$ cat src/rtl/rdiv_pkg.sv
package rdiv_pkg;
  typedef enum logic [1:0] {
    ST_IDLE,
    ST_SUB,
    ST_CHK,
    ST_FIX
  } rdiv_state_e;
endpackage

$ cat src/rtl/rdiv_seq.sv
// Step sequencer: idle, then WIDTH pairs of trial/decide cycles, then fix-up.
module rdiv_seq
  import rdiv_pkg::*;
#(
  parameter int WIDTH = 32
) (
  input  logic clk,
  input  logic rst,
  input  logic start,
  output logic load,
  output logic sub_en,
  output logic chk_en,
  output logic fix_en,
  output logic done
);
  localparam int CW = $clog2(WIDTH) + 1;
  localparam logic [CW-1:0] LAST = CW'(WIDTH - 1);

  rdiv_state_e state;
  logic [CW-1:0] step_cnt;

  assign load   = (state == ST_IDLE) && start;
  assign sub_en = (state == ST_SUB);
  assign chk_en = (state == ST_CHK);
  assign fix_en = (state == ST_FIX);

  always_ff @(posedge clk) begin
    if (rst) begin
      state    <= ST_IDLE;
      step_cnt <= '0;
      done     <= 1'b0;
    end else begin
      done <= fix_en;
      unique case (state)
        ST_IDLE: if (start) begin
          state    <= ST_SUB;
          step_cnt <= '0;
        end
        ST_SUB: state <= ST_CHK;
        ST_CHK: begin
          if (step_cnt == LAST) begin
            state <= ST_FIX;
          end else begin
            state    <= ST_SUB;
            step_cnt <= step_cnt + 1'b1;
          end
        end
        ST_FIX: state <= ST_IDLE;
        default: state <= ST_IDLE;
      endcase
    end
  end

  assert_done_pulse_R6: assert property (@(posedge clk) disable iff (rst)
    done |=> !done);

  assert_step_range_R1: assert property (@(posedge clk) disable iff (rst)
    step_cnt <= LAST);

  assert_fix_follows_chk_R1: assert property (@(posedge clk) disable iff (rst)
    fix_en |-> $past(chk_en));
endmodule

$ cat src/rtl/rdiv_path.sv
// Working register, shared adder/subtractor and result registers.
module rdiv_path #(
  parameter int WIDTH = 32
) (
  input  logic             clk,
  input  logic             rst,
  input  logic             load,
  input  logic             sub_en,
  input  logic             chk_en,
  input  logic             fix_en,
  input  logic [WIDTH-1:0] dividend,
  input  logic [WIDTH-1:0] divisor,
  output logic [WIDTH-1:0] quotient,
  output logic [WIDTH-1:0] remainder
);
  localparam int AW = 2 * WIDTH + 1;   // working register width
  localparam int HW = WIDTH + 1;       // upper (partial remainder) part

  logic [AW-1:0]    acc;
  logic [WIDTH-1:0] dvs;
  logic             neg_q;

  logic [HW-1:0]    upper;
  logic [WIDTH-1:0] lower;
  logic [HW:0]      addsub;

  assign upper = acc[AW-1:WIDTH];
  assign lower = acc[WIDTH-1:0];

  // One adder: subtracts during the trial cycle, adds back during the decide cycle.
  always_comb begin
    if (sub_en) addsub = {1'b0, upper} - {2'b00, dvs};
    else        addsub = {1'b0, upper} + {2'b00, dvs};
  end

  always_ff @(posedge clk) begin
    if (rst) begin
      acc       <= '0;
      dvs       <= '0;
      neg_q     <= 1'b0;
      quotient  <= '0;
      remainder <= '0;
    end else begin
      if (load) begin
        dvs <= divisor;
        acc <= {{HW{1'b0}}, dividend} << 1;
      end else if (sub_en) begin
        acc[AW-1:WIDTH] <= addsub[HW-1:0];
        neg_q           <= addsub[HW];
      end else if (chk_en) begin
        if (neg_q) acc <= {addsub[HW-2:0], lower, 1'b0};
        else       acc <= {acc[AW-2:0], 1'b1};
      end else if (fix_en) begin
        quotient  <= lower;
        remainder <= acc[AW-1:WIDTH+1];
      end
    end
  end

  assert_trial_bound_R10: assert property (@(posedge clk) disable iff (rst)
    (sub_en && dvs != '0) |-> (upper < {dvs, 1'b0}));

  assert_rem_bound_R3: assert property (@(posedge clk) disable iff (rst)
    ($past(fix_en) && dvs != '0) |-> (remainder < dvs));

  assert_zero_div_R5: assert property (@(posedge clk) disable iff (rst)
    ($past(fix_en) && dvs == '0) |-> (&quotient));
endmodule

$ cat src/rtl/rdiv_top.sv
module rdiv_top #(
  parameter int WIDTH = 32
) (
  input  logic             clk,
  input  logic             rst,
  input  logic             start,
  input  logic [WIDTH-1:0] dividend,
  input  logic [WIDTH-1:0] divisor,
  output logic             done,
  output logic [WIDTH-1:0] quotient,
  output logic [WIDTH-1:0] remainder
);
  logic load, sub_en, chk_en, fix_en;

  rdiv_seq #(.WIDTH(WIDTH)) u_seq (
    .clk(clk), .rst(rst), .start(start),
    .load(load), .sub_en(sub_en), .chk_en(chk_en), .fix_en(fix_en),
    .done(done)
  );

  rdiv_path #(.WIDTH(WIDTH)) u_path (
    .clk(clk), .rst(rst),
    .load(load), .sub_en(sub_en), .chk_en(chk_en), .fix_en(fix_en),
    .dividend(dividend), .divisor(divisor),
    .quotient(quotient), .remainder(remainder)
  );

  assert_hold_R7: assert property (@(posedge clk) disable iff (rst)
    (!done && !$past(fix_en)) |-> ($stable(quotient) && $stable(remainder)));
endmodule

$ cat config.mk
export PLATFORM = sky130hd
export DESIGN_NAME = rdiv_top
export DESIGN_NICKNAME = d
export VERILOG_FILES = /design/src/rtl/rdiv_pkg.sv /design/src/rtl/rdiv_seq.sv /design/src/rtl/rdiv_path.sv /design/src/rtl/rdiv_top.sv
export SDC_FILE = /design/constraint.sdc
export NUM_CORES = 1
export LEC_CHECK = 0
export ABC_AREA = 1
export ABC_CLOCK_PERIOD_IN_PS = 4220
export BUFFER_PORTS_ARGS = -buffer_cell sky130_fd_sc_hd__buf_2
export CAP_MARGIN = 10
export CORE_UTILIZATION = 45
export CTS_BUF_LIST = sky130_fd_sc_hd__clkbuf_4
export CTS_CLUSTER_SIZE = 10
export DETAILED_ROUTE_END_ITERATION = 7
export SLEW_MARGIN = 20
export SYNTH_ARGS = -nofsm -noshare
export SYNTH_HDL_FRONTEND = slang
export SYNTH_SLANG_ARGS = --single-unit
$ cat constraint.sdc
create_clock -name clk -period 4.22 [get_ports clk]
set_input_delay 0.211 -clock clk [delete_from_list [all_inputs] [get_ports clk]]
set_output_delay 0.211 -clock clk [all_outputs]
set_load 0.02 [all_outputs]
* Word level (Yosys, flattened, before mapping)
Index checks and enable logic that the tools add are counted.
Cells by class: bitwise gates (word level) 3, multiplexer cells 12, reductions and logical operators 12, add/subtract/negate cells 3, eq/ne operators 7
Operator list (count):
- two-way mux 65 bit | 2
- two-way mux 33 bit | 2
- adder 33 x 32 -> 34 bit | 1
- two-way mux 34 bit | 1
- subtractor 33 x 32 -> 34 bit | 1
- two-way mux 32 bit | 1
- two-way mux 6 bit | 2
- one-hot mux 6 bit (2 select lines) | 1
- one-hot mux 2 bit (4 select lines) | 1
- adder 6 x 1 -> 6 bit (second input constant) | 1
- == test 6 x 5 -> 1 bit (second input constant) | 1
- != test 2 bit (second input constant) | 3
- AND reduction 2 bit | 3
- nonzero test 2 bit | 3
- == test 2 bit (second input constant) | 2
- two-way mux 2 bit | 2
- AND reduction 4 bit | 1
- NOT 1 bit | 3
- AND reduction 3 bit | 1
- nonzero test 3 bit | 1
- == test 2 x 1 -> 1 bit (second input constant) | 1
- logical NOT 2 bit | 1
- OR reduction 2 bit | 1
- logical AND 1 bit | 1
Word-level totals: word-level logic and storage cells 48, input bits 67, output and inout bits 65, register bits 171

* Longest topological paths before layout
depth after elaboration 6, mapped depth 25, mapped depth without buffers 23

* Modules after synthesis
Synthesis repeated with hierarchy kept, for this count alone.
Second synthesis, totals: cells, all modules 1616, area total of the unflattened synthesis 10316.1 sq um
Modules (own cells, without submodules):
- rdiv_path | area each 9811.9 sq um, cells each 1545, seq. area each 3243.1 sq um, times used 1
- rdiv_seq | area each 504.2 sq um, cells each 71, seq. area each 180.2 sq um, times used 1

* Least setup slack after synthesis
Ideal clock, no wire load.
kind reg-to-reg, from register u_seq.state[1], to register u_path.acc[61], arrival 2808 ps, setup time 115 ps, path buffers 2, path slack 1297 ps, cell stages (with the launch flop) 22, cells stage by stage dfxtp_1 -> inv_1 -> ha_1 -> buf_2 -> inv_2 -> clkbuf_1 -> o31ai_1 -> xnor2_1 -> inv_1 -> ha_1 -> nand2_1 -> inv_1 -> nand2_1 -> nand2_1 -> nand3b_1 -> nand2_1 -> nand2_1 -> nand2_1 -> nand3_1 -> nand2_1 -> nand3_1 -> and2_1
Between the ends: word-level cells in the longest chain between the ends 5, elaborated cells between the ends (all ways) 10, classes of those cells 2 x eq/ne; 4 x mux; 4 x reduce/logical
Ends and longest elaborated chain:
- from (decl) | RTL line rdiv_seq.sv:19 | rdiv_state_e state;
- from (signal assigned) | RTL line rdiv_seq.sv:29 | state <= ST_IDLE;
- from (signal assigned) | RTL line rdiv_seq.sv:36 | state <= ST_SUB;
- from (signal assigned) | RTL line rdiv_seq.sv:39 | ST_SUB: state <= ST_CHK;
- == test 2 x 1 -> 1 bit | RTL line rdiv_seq.sv:23 | assign sub_en = (state == ST_SUB);
- two-way mux 34 bit | RTL line rdiv_path.sv:32 | if (sub_en) addsub = {1'b0, upper} - {2'b00, dvs};
- two-way mux 65 bit | RTL line rdiv_path.sv:51 | if (neg_q) acc <= {addsub[HW-2:0], lower, 1'b0};
- two-way mux 65 bit | RTL line rdiv_path.sv:50 | end else if (chk_en) begin
- two-way mux 33 bit | RTL line rdiv_path.sv:47 | end else if (sub_en) begin
- to (signal, indexed assignment) | RTL line rdiv_path.sv:48 | acc[AW-1:WIDTH] <= addsub[HW-1:0];
- to (signal assigned) | RTL line rdiv_path.sv:51
- to (signal assigned) | RTL line rdiv_path.sv:52 | else acc <= {acc[AW-2:0], 1'b1};
- to (decl) | RTL line rdiv_path.sv:19 | logic [AW-1:0] acc;
Several ways; a longest one is shown, not always the timed one. The select of a mux whose other input is x is not followed. A chain may end at the register's enable or synchronous reset.

* Worst setup path in the final report
from register u_path.dvs[0], to register u_path.acc[58]
Between the ends: word-level cells in the longest chain between the ends 5, elaborated cells between the ends (all ways) 6, classes of those cells 2 x add/sub; 4 x mux
Ends and longest elaborated chain:
- from (decl) | RTL line rdiv_path.sv:20 | logic [WIDTH-1:0] dvs;
- from (signal assigned) | RTL line rdiv_path.sv:45 | dvs <= divisor;
- adder 33 x 32 -> 34 bit / subtractor 33 x 32 -> 34 bit (equally long branches) | RTL line rdiv_path.sv:33, rdiv_path.sv:32
- two-way mux 34 bit * | RTL line rdiv_path.sv:32
- two-way mux 65 bit | RTL line rdiv_path.sv:51
- two-way mux 65 bit | RTL line rdiv_path.sv:50
- two-way mux 33 bit * | RTL line rdiv_path.sv:47
Every way passes the cells marked *; elsewhere a longest branch is shown, timed or not. The select of a mux whose other input is x is not followed.

==> qor.txt <==
Status = complete, no violations
Slew HR = 29.3%
Port bufs = 131
Overall routing resource usage = 26.8%
Commonest non-fill, non-tap cell in the layout = nand2_1
Slowest stage delay, CP = 370 ps
Critical Path Fanout Max = 5
DR DRC count = 0
CTS max path bufs = 2
Fin crit share = 84.5%
H-tree levels = 4
Final Cell Area = 0.0121 sq mm
Ranking of synthesized cells by area = dfxtp_1 (33%), nand2_1 (12%), inv_1 (8.4%)
WL final = 31.1 mm
Worst Hold Class = in2reg
Area added between synthesis and finish = 17.6%
Worst-Margin Slew = 1060 ps
CTS tree = built
Placer Congestion = 0.918
Critical Path AT = 4070 ps
Antenna Violating Nets Remaining = 0
Ys Warns = 0
Initial core utilization = 45.7%
Placed cells = 1931
Max Clk Rate = 280 MHz
Area after DPL = 0.0112 sq mm
Global route overflow = 0
Synth area leader = dfxtp_1
Most used cell, CP = nand2_1
Startpoint types = flop
Post-synthesis sequential area ratio = 33.2%
Setup crit end kind = flop
Prevailing post-synth register cell = dfxtp_1
Most frequent cells in the layout = nand2_1 (327), inv_1 (229), dfxtp_1 (171), a21oi_1 (157), o21ai_0 (145)
Mean post-synth cell area = 6.55 sq um
CTS buffer count = 17
Synth cell types = 48
Initial antenna violation count = 1
Resized Gates After CTS = 0
Setup CP Type = reg2reg
Die area = 0.0236 sq mm
Root Driver = clkbuf_4
IO Pins = 132
Final hold viol count = 0
Finished Layout Cells = 2029
P_leak = 0.00578 uW
Die X = 153 um
Setup TNS = 0 ps
Via count = 10500
RSZ-0062 raised after global routing = false
Row cnt = 55
Setup violators final = 0
IR drop worst, VDD = 0.000267 V
Core Region = 0.0226 sq mm
First-pass GRT wire length = 50.4 mm
Max cap viols = 0
Crit path cell chain = inv_2, ha_1, nand4_2, nor3_2, nand3_2, o21ai_4, o21ai_2, xnor2_1, ha_1, nand2_1, nand2_1, nand2_1, nand3_1, inv_1, o21ai_0, a21oi_1, nand2_1, nand2_1, nand3_1, a21oi_1, nor2_1
Vias in the first global route = 10000
Avg WL per Cell = 15.3 um
Synthesized cell area = 0.0103 sq mm
PD cells = 547 mW/mm^2
Die Ht = 153 um
Count of flip-flops with a built-in enable after synthesis = 0
Max Slew Vio Count = 0
Fraction of layout cells with a size suffix above 1 = 12.6%
Post-DR vias/cell = 5.16
#FFs+latches synth = 171
Largest net degree at the start of global routing = 81
Fin crit period = 3570 ps
Yosys top cell area share = 33.2%
Fill count = 2332
Detailed router's first-iteration violation count = 565
Clock sink total = 171
Clock slew at reported path FFs = 190 ps
Clock Skew = 29.1 ps
Clock network latency to the later pin of the worst-skew pair = 600 ps
Worst-path cell with the longest stage delay = xnor2_1
Nets = 1838
Async set-reset flop share out of synthesis = 0%
Post-DP HPWL = 22.4 mm
Syn nets = 1684
DR pass1 iterations = 5
Synth Instances = 1576
Crit path required time = 4720 ps
## worst max-delay path, delay by kind of cell (launching register included)
family | cells | cell delay (ps)
adders and majority gates | 2 | 570
buffers and inverters | 2 | 140
xor gates and xnor gates | 1 | 370
and+or+nand+nor | 11 | 1170
DFF | 1 | 360
AOI/OAI and AO/OA | 5 | 860
## per-stage QoR
step                      power, uW  worst slack [ps]  util (%)  hold WS (ps)
after floorplan                4680              1300         -           378
after global placement         5570               707      49.5           464
after detailed placement       5580               665      49.5           470
after CTS                      6640               652      53.8           115
after global routing           7200               330      53.8           139
final                          6640               653      53.8           160
## worst paths after layout
kind         slack (ps)                   to  cells after the start            from
min reg2reg         490  u_path.quotient[19]                      2  u_path.acc[19]
min                 160           u_seq.done                      3             rst
max reg2reg         650       u_path.acc[58]                     21   u_path.dvs[0]
max                 650       u_path.acc[58]                     21   u_path.dvs[0]
## what timing repair did
action,4_1_cts,5_1_grt
endpoints found under the setup margin,0,0
buffers inserted,0,0
endpoints found under the hold margin,65,0
hold buffers,65,0
## per-layer routing
metal	vias up	GRT usage, %	part of all wire [%]
met5	-	0	0
met4	0	7.86	1.8
met3	34	4.62	4.1
met2	219	44.3	45
met1	4765	35.7	49
li1	5448	-	-
## layout make-up
cell class / instances / area (sq um) / share of cell area (%)
antenna: 1 / 2.50 / 0.0206
clock inverter: 14 / 173 / 1.42
clock buffer: 18 / 135 / 1.11
multi-input combinational: 1092 / 5730 / 47.2
timing repair buffer: 210 / 1420 / 11.7
sequential: 171 / 3420 / 28.2
tap: 285 / 357 / 2.94
inverter: 238 / 893 / 7.36
## registers in the layout, summed over array words and instances, names as in the netlist
register and cells:
u_path.acc 65, u_path.dvs 32, u_path.quotient 32, u_path.remainder 32, u_seq.step_cnt 6, u_seq.state 2
u_path.neg_q 1, u_seq.done 1
## report_power, final
part | switching [uW] | internal (uW)
Sequential | 196 | 1890
Combinational | 2390 | 1160
Clock | 721 | 286
Total | 3310 | 3340
## cell families (layout without fill, tap and decap cells)
logic type | Yosys count | after routing | share of synthesized area [%]
AO/OA/AOI/OAI | 398 | 398 | 21.5
XOR/XNOR | 45 | 45 | 3.82
adder cells (fa/ha/maj) | 41 | 41 | 5.04
buffers and inverters | 313 | 480 | 11.5
flip-flops | 171 | 171 | 33.2
other | 0 | 1 | 0
AND/OR/NAND/NOR | 608 | 608 | 24.9
## cells in the mapped netlist (2+ instances only)
| cell | instances |
|---|---|
| buf_1 | 9 |
| o21a_1 | 2 |
| nand3b_1 | 3 |
| o31ai_1 | 2 |
| nor2_1 | 132 |
| nand4_1 | 3 |
| inv_2 | 7 |
| o21ai_0 | 145 |
| a21oi_1 | 157 |
| ha_1 | 40 |
| a211oi_1 | 53 |
| nor2_4 | 2 |
| nand2_1 | 327 |
| clkbuf_1 | 56 |
| xor2_1 | 34 |
| buf_2 | 9 |
| inv_1 | 230 |
| o21ai_2 | 4 |
| nor4_1 | 6 |
| nor2_2 | 3 |
| nor3_2 | 2 |
| o21ai_1 | 7 |
| a21oi_2 | 2 |
| xnor2_1 | 11 |
| o211ai_1 | 2 |
| nand3_2 | 2 |
| dfxtp_1 | 171 |
| nand2_2 | 11 |
| nand3_1 | 68 |
| o21bai_1 | 4 |
| a31oi_1 | 14 |
| or2_2 | 2 |
| nor3_1 | 40 |
| and2_1 | 2 |
(Power assumes the default switching activity.)
